### src/rtl/exc_pkg.sv
package exc_pkg;
    localparam int N_EXC   = 11;
    localparam int TRAP_W  = 4;
    localparam int VEC_W   = 8;
    localparam int PEND_LO = 5;
    localparam int N_PEND  = N_EXC - PEND_LO;

    localparam int EX_RESET = 0;
    localparam int EX_BERR  = 1;
    localparam int EX_AERR  = 2;
    localparam int EX_TRACE = 3;
    localparam int EX_IRQ   = 4;
    localparam int EX_ILL   = 5;
    localparam int EX_PRIV  = 6;
    localparam int EX_DIV0  = 7;
    localparam int EX_CHK   = 8;
    localparam int EX_TRAPV = 9;
    localparam int EX_TRAP  = 10;

    localparam int TOP_HI = EX_AERR;
    localparam int MID_LO = EX_TRACE;
    localparam int MID_HI = EX_PRIV;

    typedef struct packed {
        logic                valid;
        logic [N_EXC-1:0]    sel;
        logic [VEC_W-1:0]    vec;
        logic                abort;
        logic [N_PEND-1:0]   pend;
        logic [TRAP_W-1:0]   tnum;
    } arb_state_t;

    function automatic int vec_base(input int idx);
        case (idx)
            EX_RESET: return 0;
            EX_BERR:  return 2;
            EX_AERR:  return 3;
            EX_TRACE: return 9;
            EX_IRQ:   return 24;
            EX_ILL:   return 4;
            EX_PRIV:  return 8;
            EX_DIV0:  return 5;
            EX_CHK:   return 6;
            EX_TRAPV: return 7;
            EX_TRAP:  return 32;
            default:  return 0;
        endcase
    endfunction
endpackage

### src/rtl/exc_detect.sv
module exc_detect (
    input  logic       berr_n,
    input  logic       halt_n,
    input  logic       acc_valid,
    input  logic [1:0] acc_size,
    input  logic       acc_fetch,
    input  logic       addr_lsb,
    input  logic       op_valid,
    input  logic       op_illegal,
    input  logic       op_priv,
    input  logic       sup_mode,
    output logic       berr_hit,
    output logic       aerr_hit,
    output logic       ill_new,
    output logic       priv_new
);
    logic wide_acc;

    always_comb begin
        wide_acc = acc_fetch | (acc_size != 2'b00);
        berr_hit = ~berr_n & halt_n;
        aerr_hit = acc_valid & addr_lsb & wide_acc;
        ill_new  = op_valid & op_illegal;
        priv_new = op_valid & op_priv & ~sup_mode;
    end
endmodule

### src/rtl/exc_pick.sv
module exc_pick #(
    parameter int W = 11
) (
    input  logic [W-1:0] req,
    output logic [W-1:0] gnt
);
    logic [W:0] seen;

    assign seen[0] = 1'b0;

    for (genvar i = 0; i < W; i++) begin : g_rank
        assign gnt[i]    = req[i] & ~seen[i];
        assign seen[i+1] = seen[i] | req[i];
    end
endmodule

### src/rtl/exc_vecgen.sv
module exc_vecgen
    import exc_pkg::*;
(
    input  logic [N_EXC-1:0]  gnt,
    input  logic [TRAP_W-1:0] tnum,
    output logic [VEC_W-1:0]  vec
);
    always_comb begin
        vec = '0;
        for (int i = 0; i < N_EXC; i++) begin
            if (gnt[i]) begin
                vec = VEC_W'(vec_base(i));
            end
        end
        if (gnt[EX_TRAP]) begin
            vec = VEC_W'(vec_base(EX_TRAP) + int'(tnum));
        end
    end
endmodule

### src/rtl/exc_arbiter.sv
module exc_arbiter
    import exc_pkg::*;
(
    input  logic              clk,
    input  logic              rst_n,
    input  logic              reset_req,
    input  logic              berr_n,
    input  logic              halt_n,
    input  logic              acc_valid,
    input  logic [1:0]        acc_size,
    input  logic              acc_fetch,
    input  logic              addr_lsb,
    input  logic              op_valid,
    input  logic              op_illegal,
    input  logic              op_priv,
    input  logic              sup_mode,
    input  logic              trace_en,
    input  logic              insn_done,
    input  logic              irq_pend,
    input  logic              trap_stb,
    input  logic [TRAP_W-1:0] trap_num,
    input  logic              trapv_stb,
    input  logic              chk_stb,
    input  logic              div0_stb,
    output logic              exc_valid,
    output logic [N_EXC-1:0]  exc_sel,
    output logic [VEC_W-1:0]  exc_vec,
    output logic              abort_now
);
    arb_state_t st_q, st_d;

    logic berr_hit, aerr_hit, ill_new, priv_new;
    logic [N_PEND-1:0] new_pend, all_pend;
    logic [N_EXC-1:0]  req, gnt;
    logic [TRAP_W-1:0] tnum_eff;
    logic [VEC_W-1:0]  vec_w;

    exc_detect u_detect (
        .berr_n     (berr_n),
        .halt_n     (halt_n),
        .acc_valid  (acc_valid),
        .acc_size   (acc_size),
        .acc_fetch  (acc_fetch),
        .addr_lsb   (addr_lsb),
        .op_valid   (op_valid),
        .op_illegal (op_illegal),
        .op_priv    (op_priv),
        .sup_mode   (sup_mode),
        .berr_hit   (berr_hit),
        .aerr_hit   (aerr_hit),
        .ill_new    (ill_new),
        .priv_new   (priv_new)
    );

    exc_pick #(.W(N_EXC)) u_pick (
        .req (req),
        .gnt (gnt)
    );

    exc_vecgen u_vecgen (
        .gnt  (gnt),
        .tnum (tnum_eff),
        .vec  (vec_w)
    );

    always_comb begin
        new_pend = {trap_stb, trapv_stb, chk_stb, div0_stb, priv_new, ill_new};
        all_pend = st_q.pend | new_pend;
        tnum_eff = trap_stb ? trap_num : st_q.tnum;

        req                    = '0;
        req[EX_RESET]          = reset_req;
        req[EX_BERR]           = berr_hit;
        req[EX_AERR]           = aerr_hit;
        req[EX_TRACE]          = insn_done & trace_en;
        req[EX_IRQ]            = insn_done & irq_pend;
        req[EX_ILL]            = insn_done & all_pend[EX_ILL - PEND_LO];
        req[EX_PRIV]           = insn_done & all_pend[EX_PRIV - PEND_LO];
        req[N_EXC-1:EX_DIV0]   = all_pend[N_PEND-1:EX_DIV0 - PEND_LO];

        st_d       = st_q;
        st_d.valid = |req;
        st_d.sel   = gnt;
        st_d.vec   = vec_w;
        st_d.abort = |gnt[TOP_HI:0];
        st_d.tnum  = tnum_eff;

        if (st_d.abort) begin
            st_d.pend = '0;
        end else begin
            st_d.pend = all_pend & ~gnt[N_EXC-1:PEND_LO];
            if (|gnt[MID_HI:MID_LO]) begin
                st_d.pend[EX_ILL - PEND_LO]  = 1'b0;
                st_d.pend[EX_PRIV - PEND_LO] = 1'b0;
            end
        end
    end

    always_ff @(posedge clk or negedge rst_n) begin
        if (!rst_n) begin
            st_q <= '0;
        end else begin
            st_q <= st_d;
        end
    end

    assign exc_valid = st_q.valid;
    assign exc_sel   = st_q.sel;
    assign exc_vec   = st_q.vec;
    assign abort_now = st_q.abort;
endmodule

### config.mk
export PLATFORM = sky130hd
export DESIGN_NAME = exc_arbiter
export DESIGN_NICKNAME = d
export VERILOG_FILES = /design/src/rtl/exc_pkg.sv /design/src/rtl/exc_detect.sv /design/src/rtl/exc_pick.sv /design/src/rtl/exc_vecgen.sv /design/src/rtl/exc_arbiter.sv
export SDC_FILE = /design/constraint.sdc
export NUM_CORES = 1
export LEC_CHECK = 0
export BUFFER_PORTS_ARGS = -buffer_cell sky130_fd_sc_hd__buf_2
export CELL_PAD_IN_SITES_DETAIL_PLACEMENT = 1
export CELL_PAD_IN_SITES_GLOBAL_PLACEMENT = 1
export CORE_UTILIZATION = 24
export CTS_CLUSTER_SIZE = 10
export DETAILED_ROUTE_END_ITERATION = 8
export HOLD_SLACK_MARGIN = 0.15
export PLACE_DENSITY = 0.64
export SYNTH_ARGS = -nofsm -noshare
export SYNTH_HDL_FRONTEND = slang
export SYNTH_SLANG_ARGS = --single-unit
### constraint.sdc
create_clock -name clk -period 2.1 [get_ports clk]
set_input_delay 0.42 -clock clk [delete_from_list [all_inputs] [get_ports clk]]
set_output_delay 0.42 -clock clk [all_outputs]
set_load 0.005 [all_outputs]
==> metrics.csv <==
metric,value,unit
final_setup_violating_endpoints,0,
synth_area_per_cell,11.2,µm²
p_sw,0.262,mW
switching_share,0.229,
clock_latency_on_the_worst_skew_pair,280,ps
timing.critical_path.to_type,flip-flop,
overall_fraction_of_global_route_tracks_in_use,0.111,
power.internal,0.884,mW
io_pins,46,
htree_num_levels,1,
seqPwrFrac,0.501,
viasPerCell,4.30,
finish.net_count,174,
synth_sequential_area_ratio,0.534,
number_of_rows_in_the_core_area,26,
powerDensity,734,mW/mm²
remaining_drcs,0,
final_area,0.00156,mm²
clock-root-buffer,clkbuf_8,
cp_data_arrival_time,1860,ps
finalSetupTns,0,ps
relSlewSlack,0.592,
vias,937,
first_iter_violations,20,
antenna_found_initial,0,
grt_busiest_layer,met2,
num-fill-cells,596,
min_period_over_period,0.796,
wl_per_cell,13.6,µm
ir_worst_vdd,0.227,mV
tritoncts_num_sinks,28,
netlist-cell-type-count,35,
synth-adder-area-share,0,
die-height,75.9,µm
drt-pass1-iter-count,2,
grtUsageMet1,0.132,
place_inst,214,
grtUsageMet3,0.0313,
grt_max_degree,29,
die_width,75.9,µm
antenna-diode-count,0,
grt_pass1_vias,1047,
kind_of_launch_point_of_the_worst_setup_path,input port,
layout_commonest_cell,buf_2,
layout.cells.non_filler,218,
synth.area.mux_share,0.0344,
post-cts-setup-buffers,0,
grt.overflow.total,0,
postSynth.asyncResetShare,1.00,
clock_tree_from_tritoncts,done,
grt_use_met2,0.190,
pwr-share-comb,0.131,
total_count_of_hold_check_failures_in_the_final_report,0,
leakage,0.781,nW
synth_warnings,0,
drive_above_1_share,0.419,
syn2layout_area_growth,19.1,%
clk_path_buf_depth,2,
synth_top_family_by_area,simple AND/OR/NAND/NOR gates,
synth_top_flop_cell,dfrtp_1,
totalWireLength,2.97,mm
clkSlewWorstSetupHoldPaths,90,ps
holdBufCountCts,0,
synth_xor_xnor_area_share,0,
postPlaceCellArea,0.00149,mm²
synth_enable_flop_cells,0,
timing_worst_slew_pin_value,612,ps
dp_hpwl,2.34,mm
fp.coreArea,0.00517,mm²
outcome,completed,
postRouteAntennaNets,0,
mappedNetlistArea,0.00131,mm²
place.gp.congestion,0.763,
hold_path.class,in -> async,
worst_hold_slack,147,ps
synth_compound_gate_area_share,0.102,
grt_setup_unrepaired,no,
pwr-share-clk,0.368,
fmaxAchievable,0.598,GHz
timing.critical_path.required,2290,ps
portBuffers,43,
die_area,0.00576,mm²
cp_max_fo,7,
cts-buffers-inserted,3,
timing.max_cap.violations,0,
finalMaxSlewViolations,0,
synthCells,117,
synth_seq_cells,28,
r2r_setup_slack,490,ps
wire_length_of_the_first_global_routing_pass,5.04,mm
timing.final.crit_period,1670,ps
synth_simple_gate_area_frac,0.196,
initial_core_util,0.254,
cts.repair.resized,0,
final_cell_mix,"buf_2 (43), dfrtp_1 (28), nor2_1 (13)",
criticalPathCategory,in -> reg,
clock_skew,5.03,ps
per-stage QoR:
stage               total power, mW  setup WS, ps  utilization
floorplan                     0.676           454            -
global placement              0.732           192        0.288
detailed placement            0.738           125        0.288
CTS                            1.17           413        0.302
global route                   1.20           277        0.302
finish                         1.15           428        0.302
state kept, by name, indices dropped and copies added, names as in the netlist:
| register | count |
|---|---|
| abort_now | 1 |
| exc_valid | 1 |
| exc_vec | 6 |
| st_q | 10 |
| exc_sel | 10 |
worst paths after layout:
| kind | depth (start not counted) | start | to |
|---|---|---|---|
| setup / recovery | 7 | acc_fetch | exc_vec[2] |
| hold / removal | 1 | rst_n | exc_sel[0] |
| setup reg to reg | 6 | st_q[4] | exc_vec[2] |
| hold reg to reg | 1 | st_q[2] | st_q[2] |
| max in group asynchronous | 1 | rst_n | exc_sel[4] |
| min in group clk | 1 | reset_req | exc_sel[0] |
power groups by stage:
stage	Sequential, mW	Clock (mW)	Combinational, mW
CTS	0.576	0.440	0.153
global placement	0.585	0	0.147
finish	0.575	0.422	0.150
global route	0.579	0.455	0.167
floorplan	0.583	0	0.0927
detailed placement	0.586	0	0.152
cells in the mapped netlist (3+ instances only):
cell     instances  share of area
nand2_1          7          0.020
nor3_1           3          0.011
buf_4           19           0.11
and3_1           3          0.014
mux2_2           4          0.034
dfrtp_1         28           0.53
a21oi_1          3          0.011
nor4_1           4          0.019
nor2_1          13          0.037
routing by layer:
metal | wire [µm] | vias to the layer above
li1 | - | 448
met1 | 1260 | 457
met2 | 1490 | 30
met3 | 182 | 2
met4 | 30 | 0
met5 | 0 | -
final cells by class:
type	instances	area [µm²]	share of cell area
Timing Repair Buffer	47	245	0.157
Clock inverter	1	30.0	0.0192
Multi-Input combinational cell	66	443	0.284
Sequential cell	28	701	0.449
Clock buffer	3	41.3	0.0264
Tap cell	70	87.6	0.0561
Inverter	3	13.8	0.00881
critical path, cell delays in order:
cell and delay (ps):
buf_2 110, o311ai_4 280, and3_1 400, inv_4 100, nor4_4 270, a31oi_1 70, nor3_1 210
kinds of logic after synthesis:
group	Yosys count
mux	4
simple gates	44
buf+inv	24
flops	28
compound gates	16
other cells	1
No activity file was read; power rests on OpenSTA's default activity.
